**config.mk**
```make
export PLATFORM = sky130hd
export DESIGN_NAME = agu_addr_gen
export DESIGN_NICKNAME = d
export VERILOG_FILES = /design/src/rtl/agu_pkg.sv /design/src/rtl/agu_imm_ext.sv /design/src/rtl/agu_mode_adder.sv /design/src/rtl/agu_out_stage.sv /design/src/rtl/agu_addr_gen.sv
export SDC_FILE = /design/constraint.sdc
export NUM_CORES = 1
export LEC_CHECK = 0
export ABC_AREA = 1
export BUFFER_PORTS_ARGS = -buffer_cell sky130_fd_sc_hd__buf_4
export CAP_MARGIN = 40
export CELL_PAD_IN_SITES_DETAIL_PLACEMENT = 1
export CELL_PAD_IN_SITES_GLOBAL_PLACEMENT = 1
export CORE_ASPECT_RATIO = 1.5
export CORE_UTILIZATION = 40
export DETAILED_ROUTE_END_ITERATION = 10
export GPL_TIMING_DRIVEN = 0
export PLACE_DENSITY = 0.8
export SLEW_MARGIN = 5
export SYNTH_ARGS = -nofsm -noshare
export SYNTH_HDL_FRONTEND = slang
export SYNTH_HIERARCHICAL = 1
export SYNTH_SLANG_ARGS = --single-unit
```
**constraint.sdc**
```tcl
create_clock -name clk -period 3.6 [get_ports clk]
set_input_delay 0.72 -clock clk [delete_from_list [all_inputs] [get_ports clk]]
set_output_delay 0.72 -clock clk [all_outputs]
set_load 0.02 [all_outputs]
```
**src/rtl/agu_pkg.sv**
```systemverilog
package agu_pkg;
   typedef enum logic {
      MODE_NARROW = 1'b0,
      MODE_WIDE   = 1'b1
   } agu_mode_e;

   localparam int unsigned AGU_XLEN_DEF   = 64;
   localparam int unsigned AGU_NARROW_DEF = 32;
   localparam int unsigned AGU_IMM_DEF    = 16;
   localparam int unsigned AGU_INSN_DEF   = 32;
endpackage

```
**src/rtl/agu_imm_ext.sv**
```systemverilog
module agu_imm_ext #(
   parameter int unsigned IN_W  = 16,
   parameter int unsigned OUT_W = 64,
   parameter int unsigned SHIFT = 0
) (
   input  logic [IN_W-1:0]  imm_i,
   output logic [OUT_W-1:0] ext_o
);
   localparam int unsigned PAD_W = OUT_W - IN_W;

   logic [OUT_W-1:0] sext;

   assign sext = {{PAD_W{imm_i[IN_W-1]}}, imm_i};

   generate
      if (SHIFT == 0) begin : g_plain
         assign ext_o = sext;
      end else begin : g_shifted
         assign ext_o = {sext[OUT_W-1-SHIFT:0], {SHIFT{1'b0}}};
      end
   endgenerate
endmodule

```
**src/rtl/agu_mode_adder.sv**
```systemverilog
module agu_mode_adder #(
   parameter int unsigned XLEN   = 64,
   parameter int unsigned NARROW = 32
) (
   input  logic [XLEN-1:0] a_i,
   input  logic [XLEN-1:0] b_i,
   input  logic            wide_i,
   output logic [XLEN-1:0] sum_o
);
   import agu_pkg::*;

   localparam int unsigned HI_W = XLEN - NARROW;

   logic [XLEN-1:0]   full_sum;
   logic [NARROW-1:0] low_sum;
   agu_mode_e         mode;

   assign full_sum = a_i + b_i;
   assign low_sum  = a_i[NARROW-1:0] + b_i[NARROW-1:0];
   assign mode     = agu_mode_e'(wide_i);

   always_comb begin
      unique case (mode)
         MODE_WIDE:   sum_o = full_sum;
         MODE_NARROW: sum_o = {{HI_W{low_sum[NARROW-1]}}, low_sum};
         default:     sum_o = full_sum;
      endcase
   end
endmodule

```
**src/rtl/agu_out_stage.sv**
```systemverilog
module agu_out_stage #(
   parameter int unsigned W       = 192,
   parameter bit          OUT_REG = 1'b1
) (
   input  logic         clk,
   input  logic         rst_n,
   input  logic         valid_i,
   input  logic [W-1:0] data_i,
   output logic         valid_o,
   output logic [W-1:0] data_o
);
   generate
      if (OUT_REG) begin : g_reg
         logic         vld_q;
         logic [W-1:0] dat_q;

         always_ff @(posedge clk) begin
            if (!rst_n) begin
               vld_q <= 1'b0;
               dat_q <= '0;
            end else begin
               vld_q <= valid_i;
               if (valid_i) dat_q <= data_i;
            end
         end

         assign valid_o = vld_q;
         assign data_o  = dat_q;
      end else begin : g_comb
         logic unused_stage;
         assign unused_stage = clk ^ rst_n;
         assign valid_o = valid_i;
         assign data_o  = data_i;
      end
   endgenerate
endmodule

```
**src/rtl/agu_addr_gen.sv**
```systemverilog
module agu_addr_gen #(
   parameter int unsigned XLEN      = 64,
   parameter int unsigned NARROW    = 32,
   parameter int unsigned IMM_W     = 16,
   parameter int unsigned INSN_W    = 32,
   parameter int unsigned BR_SHIFT  = 2,
   parameter int unsigned PC_STEP   = 4,
   parameter int unsigned LINK_STEP = 8,
   parameter bit          OUT_REG   = 1'b1
) (
   input  logic              clk,
   input  logic              rst_n,
   input  logic              in_valid,
   input  logic [XLEN-1:0]   base_i,
   input  logic [INSN_W-1:0] insn_i,
   input  logic [XLEN-1:0]   pc_i,
   input  logic              wide_mode_i,
   output logic              out_valid,
   output logic [XLEN-1:0]   ea_o,
   output logic [XLEN-1:0]   br_tgt_o,
   output logic [XLEN-1:0]   link_o
);
   localparam int unsigned BUS_W = 3 * XLEN;

   generate
      if (NARROW >= XLEN) begin : g_bad_narrow
         $error("agu_addr_gen: NARROW must be below XLEN");
      end
      if (IMM_W > INSN_W) begin : g_bad_imm
         $error("agu_addr_gen: IMM_W must fit inside INSN_W");
      end
      if (IMM_W + BR_SHIFT > NARROW) begin : g_bad_shift
         $error("agu_addr_gen: shifted offset must fit in NARROW");
      end
   endgenerate

   logic [IMM_W-1:0] imm;
   logic             unused_insn;
   logic [XLEN-1:0]  mem_off;
   logic [XLEN-1:0]  br_off;
   logic [XLEN-1:0]  next_pc;
   logic [XLEN-1:0]  ea_c;
   logic [XLEN-1:0]  br_c;
   logic [XLEN-1:0]  link_c;
   logic [BUS_W-1:0] bus_c;
   logic [BUS_W-1:0] bus_q;

   assign imm         = insn_i[IMM_W-1:0];
   assign unused_insn = ^insn_i;
   assign next_pc     = pc_i + XLEN'(PC_STEP);

   agu_imm_ext #(.IN_W(IMM_W), .OUT_W(XLEN), .SHIFT(0)) u_mem_ext (
      .imm_i (imm),
      .ext_o (mem_off)
   );

   agu_imm_ext #(.IN_W(IMM_W), .OUT_W(XLEN), .SHIFT(BR_SHIFT)) u_br_ext (
      .imm_i (imm),
      .ext_o (br_off)
   );

   agu_mode_adder #(.XLEN(XLEN), .NARROW(NARROW)) u_ea_add (
      .a_i    (base_i),
      .b_i    (mem_off),
      .wide_i (wide_mode_i),
      .sum_o  (ea_c)
   );

   agu_mode_adder #(.XLEN(XLEN), .NARROW(NARROW)) u_br_add (
      .a_i    (next_pc),
      .b_i    (br_off),
      .wide_i (wide_mode_i),
      .sum_o  (br_c)
   );

   agu_mode_adder #(.XLEN(XLEN), .NARROW(NARROW)) u_link_add (
      .a_i    (pc_i),
      .b_i    (XLEN'(LINK_STEP)),
      .wide_i (wide_mode_i),
      .sum_o  (link_c)
   );

   assign bus_c = {ea_c, br_c, link_c};

   agu_out_stage #(.W(BUS_W), .OUT_REG(OUT_REG)) u_out (
      .clk     (clk),
      .rst_n   (rst_n),
      .valid_i (in_valid),
      .data_i  (bus_c),
      .valid_o (out_valid),
      .data_o  (bus_q)
   );

   assign ea_o     = bus_q[3*XLEN-1:2*XLEN];
   assign br_tgt_o = bus_q[2*XLEN-1:XLEN];
   assign link_o   = bus_q[XLEN-1:0];
endmodule

```
==> results of run 1 <==
[report_power, final]
| part | internal (mW) | switching (mW) |
|---|---|---|
| Clock | 0.923 | 1.13 |
| Combinational | 1.83 | 3.52 |
| Sequential | 2.35 | 0.154 |
| Total | 5.10 | 4.81 |
[state kept, by name, summed over array words and instances (netlist names)]
register       cells
u_out/data_o     192
u_out/valid_o      1
[final timing paths]
check | from | endpoint | slack, ns
worst max-delay path | pc_i[2] | u_out/data_o[114] | 0.06
worst min-delay path | u_out/data_o[164] | u_out/data_o[164] | 0.47
worst max register to register | u_out/data_o[33] | u_out/data_o[33] | 2.92
worst min register to register | u_out/data_o[164] | u_out/data_o[164] | 0.47
[Yosys cell counts, drive strengths merged]
cell,n,share of area
nand2,2466,0.33
inv,1207,0.15
nor2,871,0.12
nand3,217,0.038
buf,199,0.052
dfxtp,193,0.13
ha,190,0.081
a21oi,120,0.021
xor2,99,0.032
o21ai,55,0.012
nor3,51,0.0092
nand4,41,0.0088
xnor2,26,0.0078
clkbuf,14,0.0018
nor4,6,0.0013
o21bai,6,0.0015
or2,6,0.0013
clkinv,3,0.00038
conb,3,0.00038
fa,3,0.0021
nand3b,3,0.00077
[cell usage in the layout (no fill, tap or decap), types with 36 or more instances in the layout]
| cell type | netlist | layout |
|---|---|---|
| nor2_1 | 848 | 780 |
| nand2_2 | 86 | 136 |
| nor3_1 | 48 | 38 |
| a21oi_1 | 120 | 106 |
| nand4_1 | 41 | 41 |
| inv_1 | 1200 | 1196 |
| nand3_1 | 214 | 205 |
| buf_4 | 145 | 493 |
| nor2_2 | 15 | 53 |
| nor2_4 | 6 | 36 |
| xor2_1 | 96 | 93 |
| dfxtp_1 | 193 | 193 |
| nand2_1 | 2370 | 2310 |
| ha_1 | 190 | 161 |
| conb_1 | 3 | 67 |
[layout make-up]
cell class	count	area (um2)
inverter	1210	4540
timing repair buffer	350	2650
multi-input combinational	4227	20600
clock buffer	18	429
sequential	193	3860
tap	922	1150
clock inverter	14	151
antenna	1	2.50
fill	11029	37600
buffer	213	1590
[cells by family after synthesis]
family | synth area share
and+or+nand+nor | 0.501
buffers and inverters | 0.210
adders and majority gates | 0.0833
AOI/OAI and AO/OA | 0.0342
xor gates and xnor gates | 0.0394
other | 0.000385
DFF | 0.132
[metrics by stage]
stage | utilization | hold WS (ns) | total power, mW
floorplan | - | 0.544 | 5.89
detailed placement | 0.456 | 0.465 | 7.58
finish | 0.482 | 0.473 | 9.91
global route | 0.482 | 0.498 | 10.6
global placement | 0.456 | 0.458 | 7.47
CTS | 0.467 | 0.476 | 9.68
[worst max-delay path: cells and delay by family]
kind	cells	cell delay (ns)
xor gates and xnor gates	2	0.35
adders and majority gates	2	0.47
and+or+nand+nor	15	1.79
AOI/OAI and AO/OA	1	0.19
buffers and inverters	5	0.43
[per-layer routing]
| metal | vias to the layer above | wire length [um] | track usage |
|---|---|---|---|
| met1 | 16413 | 46300 | 0.326 |
| li1 | 17592 | - | - |
| met2 | 799 | 72800 | 0.716 |
| met5 | - | 0 | 0 |
| met3 | 450 | 3580 | 0.0398 |
| met4 | 0 | 15100 | 0.351 |
[timing repair]
item,CTS,global route
pin swaps,3,35
gates cloned,0,0
resized for setup,46,227
setup endpoints to repair,35,34
buffers inserted,2,27
hold buffers,0,0
==> results_dict.tcl, run 1 <==
set metrics [dict create \
    setup_violations 0 \
    worstPathArrival_ns 3.97 \
    cp-end-kind "register" \
    relSlewSlack 0.498 \
    power_density_mw_per_mm2 284 \
    stdcell_count 7148 \
    cts_buffers 17 \
    reg2regPathDepth 2 \
    die_area_mm2 0.0742 \
    die_h_um 333 \
    core_area_mm2 0.0725 \
    port-buffer-count 321 \
    crit_path_max_fanout 10 \
    ys_seq_elements 193 \
    placementRows 121 \
    drt_iter0_drc 1306 \
    grt.total_usage 0.369 \
    fmax_mhz 283 \
    cts_root_buf "clkbuf_16" \
    insertion_delay_ns 0.51 \
    setup.worst_path.start_class "input port" \
    yosysUniqueCellTypes 35 \
    avgSynthCellArea_um2 5.06 \
    hold-path-cell-count 2 \
    fin_area_mm2 0.0349 \
    clockBufferDepth 2 \
    pin_count 357 \
    yosysWarnings 6 \
    overflow 0 \
    ir_worst_vdd_v 0.000274 \
    via_per_inst 4.93 \
    period_share 0.982 \
    dpl_cell_area_mm2 0.0331 \
    initial_utilization 0.403 \
    skew_ns 0 \
    nets 6569 \
    hp-class "register to register" \
    syn_area_mm2 0.0292 \
    clkTransAtPathRegs_ns 0.08 \
    synthToLayoutAreaGrowth_pct 19.5 \
    finalHoldViolations 0 \
    grt_pass1_wl_um 204000 \
    cp_slowest_cell "ha_4" \
    finalWirelength_um 138000 \
    antenna_found_initial 0 \
    setup_tns_ns 0 \
    dp_hpwl_um 119000 \
    worstSetupPathType "input port to register" \
    routabilityCongestion 1.01 \
    crit_top_cell "nand2_1" \
    status "finished, final reports clean" \
    fin_crit_ns 3.54 \
    cts.sinks 193 \
    grt_pass1_vias 36682 \
    required_ns 4.04 \
    dpl_worst_slack_ns -1.15 \
    worstMarginPinSlew_ns 0.754 \
    max_cap_viol_count 0 \
    synth_seq_area_share 0.132 \
    drive_above_1_share 0.152 \
    ant_nets 0 \
    htreeDepth 4 \
    die_w_um 223 \
    drt-pass1-iter-count 5 \
    dp.cells 7086 \
    vias 35254 \
    p_leak_nw 21.8 \
    cpPeakStageDelay_ns 0.27 \
    cts_tree "done" \
    post_drt_wl_per_cell_um 19.3 \
    synthCells 5779 \
    drc 0 \
    rsz0062_at_grt "true" \
    setup_slack_ns 0.0636 \
    drv_slew 0 \
    grt_max_degree 97 \
]
No activity file was read; power rests on OpenSTA's default activity.
==> inputs of run 2 (changes only) <==
RECOVER_POWER = 50   (was unset)
SKIP_LAST_GASP = 1   (was unset)
==> results_dict.tcl, run 2 (same netlist as run 1, synthesis figures left out) <==
set metrics [dict create \
    skew_ns 0 \
    utilization 0.472 \
    power_density_mw_per_mm2 285 \
    synthToLayoutAreaGrowth_pct 17.1 \
    cts_buffers 17 \
    cts.sinks 193 \
    cp_cell_sequence "buf_4 -> ha_2 -> nand2_2 -> nor2_4 -> nand2_4 -> nor2_2 -> nand2_4 -> inv_1 -> nand2_1 -> nand2_1 -> nand2_1 -> ha_4 -> nand2_1 -> nor2_2 -> nand2_1 -> nor2_2 -> nand3_2 -> nand4_1 -> nand3_1 -> nand2_2 -> inv_1 -> nand2_1 -> nand2_1 -> nor2_1" \
    drt_iter0_drc 1228 \
    cpLargestDelayFamily "simple AND/OR/NAND/NOR gates" \
    startpoint "pc_i[2]" \
    vias 35299 \
    period_share 0.979 \
    r2r-end "u_out/data_o[89]" \
    drive_above_1_share 0.123 \
    placementRows 121 \
    htreeDepth 4 \
    largest_reg_flops 192 \
    post_drt_wl_per_cell_um 19.3 \
    relSlewSlack 0.0288 \
    cts-hold-fix-buffers 0 \
    ant_nets 0 \
    mostFrequentLayoutCells "nand2_1, inv_1, nor2_1" \
    cts_tree "done" \
    antenna_found_initial 0 \
    dp_hpwl_um 119000 \
    reg2regPathDepth 2 \
    insertion_delay_ns 0.51 \
    fin_total_pwr_mw 9.76 \
    core_area_mm2 0.0725 \
    cp_slowest_cell "ha_4" \
    grt.total_usage 0.369 \
    setup.worst_path.start_class "input port" \
    worstPathArrival_ns 3.97 \
    initial_utilization 0.403 \
    hp-class "register to register" \
    die_area_mm2 0.0742 \
    rsz0062_at_grt "true" \
    fin_crit_ns 3.52 \
    clkTransAtPathRegs_ns 0.09 \
    die_h_um 333 \
    final_common_cell "nand2_1" \
    cpPeakStageDelay_ns 0.32 \
    p_leak_nw 21.1 \
    cp-end-kind "register" \
    timing.hold.ws_ns 0.472 \
    drt-pass1-iter-count 5 \
    grt_pass1_wl_um 204000 \
    drc 0 \
    timing.critical_path.to "u_out/data_o[112]" \
    die_w_um 223 \
    worstMarginPinSlew_ns 1.46 \
    required_ns 4.04 \
    critPathBufInv 3 \
    finalWirelength_um 138000 \
    timing.rr.start "u_out/data_o[89]" \
    grt_pass1_vias 36682 \
    setup_tns_ns 0 \
    overflow 0 \
    drv_slew 0 \
    max_cap_viol_count 0 \
    status "finished, final reports clean" \
    setup_violations 0 \
    cts_root_buf "clkbuf_16" \
    grt_max_degree 97 \
    via_per_inst 4.94 \
    finalHoldViolations 0 \
    fmax_mhz 284 \
    ir_worst_vdd_v 0.000275 \
    nets 6569 \
    port-buffer-count 321 \
    crit_path_max_fanout 5 \
    ff2ff_setup_slack_ns 2.92 \
    routabilityCongestion 1.01 \
    pin_count 357 \
    worstSetupPathType "input port to register" \
    clockBufferDepth 2 \
    crit_top_cell "nand2_1" \
    worst-path-stages 24 \
]
run 2: area by class of cell:
type | instances | area, um2
multi-input cells | 4227 | 20500
flip-flops and latches | 193 | 3860
well taps | 922 | 1150
fillers | 11129 | 38300
clock inverters | 14 | 151
diodes | 1 | 2.50
repair buffers | 350 | 2020
plain buffers | 213 | 1560
clock buffers | 18 | 429
inverters | 1210 | 4540
run 2: worst min path at each step:
stage,startpoint,endpoint,slack [ns],depth (start not counted)
2_1_floorplan,u_out/data_o[100],u_out/data_o[100],0.54,2
3_3_place_gp,u_out/data_o[163],u_out/data_o[163],0.46,2
3_5_place_dp,u_out/data_o[155],u_out/data_o[155],0.46,2
4_1_cts,u_out/data_o[155],u_out/data_o[155],0.48,2
5_1_grt,u_out/data_o[23],u_out/data_o[23],0.50,2
6_report,u_out/data_o[165],u_out/data_o[165],0.47,2
run 2: worst register-to-register path: stages (launching register included):
cell and delay, ns:
dfxtp_1 0.43, nor2_1 0.06, nor2_1 0.12
run 2: timing repair:
item,in CTS,in global routing
setup buffers,2,27
resized for setup,46,220
pin swaps,3,35
endpoints found under the setup margin,35,34
run 2: routing by layer:
metal | wire (um) | vias up | global-route usage
met1 | 46700 | 16473 | 0.326
met3 | 3430 | 451 | 0.0398
met5 | 0 | - | 0
met4 | 15000 | 0 | 0.351
met2 | 72900 | 781 | 0.716
li1 | - | 17594 | -
run 2: power breakdown:
part,switching (mW),total (mW),internal [mW],leakage [nW]
logic,3.53,5.20,1.68,19.2
registers,0.151,2.50,2.35,1.61
clock network,1.13,2.05,0.923,0.276
run 2: metrics by stage:
stage               instances  area [um2]  worst slack [ns]
global placement         7086       33100             -1.07
global route             7147       34300           -0.0812
CTS                      7120       33800         0.0000946
finish                   7148       34300            0.0760
floorplan                5843       29500             0.264
detailed placement       7086       33100             -1.15
==> inputs of run 3 (changes only) <==
REMOVE_ABC_BUFFERS = 1   (was unset)
==> results_dict.tcl, run 3 (same netlist as run 1, synthesis figures left out) <==
set metrics [dict create \
    seqPwrFrac 0.255 \
    clkPwrFrac 0.220 \
    grt.total_usage 0.331 \
    crit_path_max_fanout 8 \
    cpLargestDelayFamily "simple AND/OR/NAND/NOR gates" \
    mostFrequentLayoutCells "nand2_1, inv_1, nor2_1" \
    cts-hold-fix-buffers 0 \
    fin_crit_ns 3.77 \
    p_leak_nw 20.4 \
    grt_pass1_wl_um 188000 \
    cts.sinks 193 \
    insertion_delay_ns 0.51 \
    setup_violations 16 \
    p_sw_mw 4.68 \
    cpPeakStageDelay_ns 0.45 \
    grt_pass1_vias 35297 \
    nets 6418 \
    crit_top_cell "nand2_2" \
    cp-end-kind "register" \
    skew_ns 0 \
    max_cap_viol_count 1 \
    initial_utilization 0.403 \
    vias 34688 \
    synthToLayoutAreaGrowth_pct 14.3 \
    combPwrFrac 0.526 \
    core_area_mm2 0.0725 \
    setup.worst_path.start_class "input port" \
    pin_count 357 \
    power.internal_mw 5.06 \
    relSlewSlack -0.123 \
    cts_buffers 17 \
    dpl_worst_slack_ns -1.39 \
    drive_above_1_share 0.102 \
    fmax_mhz 266 \
    finalWirelength_um 129000 \
    dp_hpwl_um 105000 \
    port-buffer-count 340 \
    final_common_cell "nand2_1" \
    critPathBufInv 5 \
    antenna_found_initial 0 \
    timing.hold.ws_ns 0.471 \
    cp_cell_sequence "buf_4 -> nand2_2 -> nor2_4 -> nand3b_1 -> nor2_2 -> xor2_1 -> ha_1 -> nand2_2 -> nor2_4 -> nand2_2 -> nor3_2 -> nand2_2 -> nand2_4 -> xor2_4 -> buf_12 -> nand2_8 -> buf_12 -> buf_4 -> nand2_2 -> inv_1 -> nand2_1 -> nand2_1 -> nor2_1" \
    htreeDepth 4 \
    period_share 1.05 \
    routabilityCongestion 1.01 \
    power_density_mw_per_mm2 291 \
    swShare 0.481 \
    setup_slack_ns -0.166 \
    status "complete, but fails checks" \
    drc 0 \
    largest_reg_flops 192 \
    die_h_um 333 \
    cts_root_buf "clkbuf_16" \
    drv_slew 154 \
    worstPathArrival_ns 4.21 \
    drt_iter0_drc 1253 \
    hp-class "register to register" \
    failed_checks "capacitance limit, slew limit, setup timing" \
    via_per_inst 4.96 \
    worstSetupPathType "input port to register" \
    cp_slowest_cell "ha_1" \
    drt-pass1-iter-count 6 \
    ant_nets 0 \
    diodes 0 \
    post_drt_wl_per_cell_um 18.4 \
    finalHoldViolations 0 \
    worstMarginPinSlew_ns 1.68 \
    required_ns 4.05 \
    overflow 0 \
    cts_tree "done" \
    ir_worst_vdd_v 0.000268 \
    grt_max_degree 154 \
    clkTransAtPathRegs_ns 0.08 \
    placementRows 121 \
    die_w_um 223 \
    clockBufferDepth 2 \
    die_area_mm2 0.0742 \
]
[run 3: worst paths after layout]
| kind | cells after the start | end | from | slack (ns) |
|---|---|---|---|---|
| setup / recovery | 23 | u_out/data_o[126] | pc_i[4] | -0.17 |
| hold / removal | 2 | u_out/data_o[174] | u_out/data_o[174] | 0.47 |
| setup reg to reg | 2 | u_out/data_o[86] | u_out/data_o[86] | 2.88 |
| hold reg to reg | 2 | u_out/data_o[174] | u_out/data_o[174] | 0.47 |
[run 3: routing by layer]
| layer | vias up | track usage | part of all wire | wire (um) |
|---|---|---|---|---|
| met3 | 411 | 0.0385 | 0.030 | 3810 |
| met4 | 0 | 0.286 | 0.097 | 12500 |
| met5 | - | 0 | 0 | 0 |
| met1 | 16174 | 0.299 | 0.34 | 44400 |
| met2 | 806 | 0.646 | 0.53 | 68000 |
| li1 | 17297 | - | - | - |
[run 3: layout make-up]
class / instances / area, um2
Fill cell: 10949 / 39100
Multi-Input combinational cell: 4229 / 20600
Inverter: 1210 / 4540
Sequential cell: 193 / 3860
Timing Repair Buffer: 410 / 2610
Tap cell: 922 / 1150
Clock buffer: 20 / 457
Clock inverter: 12 / 169
[run 3: per-stage QoR]
stage	power (mW)	std cells	area [um2]	utilization	setup TNS, ns
after global routing	10.4	6996	33400	0.461	-6.27
after global placement	7.28	6892	31600	0.436	-107.89
after CTS	9.62	6950	32700	0.451	0
final	9.74	6996	33400	0.461	-0.984
after detailed placement	7.36	6897	31800	0.438	-53.65
after floorplan	5.63	5630	27900	-	0
[run 3: power by group through the flow]
stage,logic [mW],clock network (mW),registers (mW)
2_1_floorplan,2.86,0,2.77
3_3_place_gp,4.76,0,2.53
3_5_place_dp,4.83,0,2.53
4_1_cts,4.90,2.23,2.49
5_1_grt,5.67,2.26,2.51
6_report,5.12,2.14,2.48
[run 3: worst register-to-register path, cell delays in order, from the launching register on]
cell and delay [ns]:
dfxtp_1 0.42, nor2_1 0.09, nor2_1 0.15
[run 3: timing repair]
item | CTS | global route
pin swaps | 12 | 63
endpoints found under the setup margin | 35 | 47
resized for setup | 48 | 216
setup buffers | 20 | 45
hold endpoints to repair | 0 | 0
gates cloned | 1 | 1
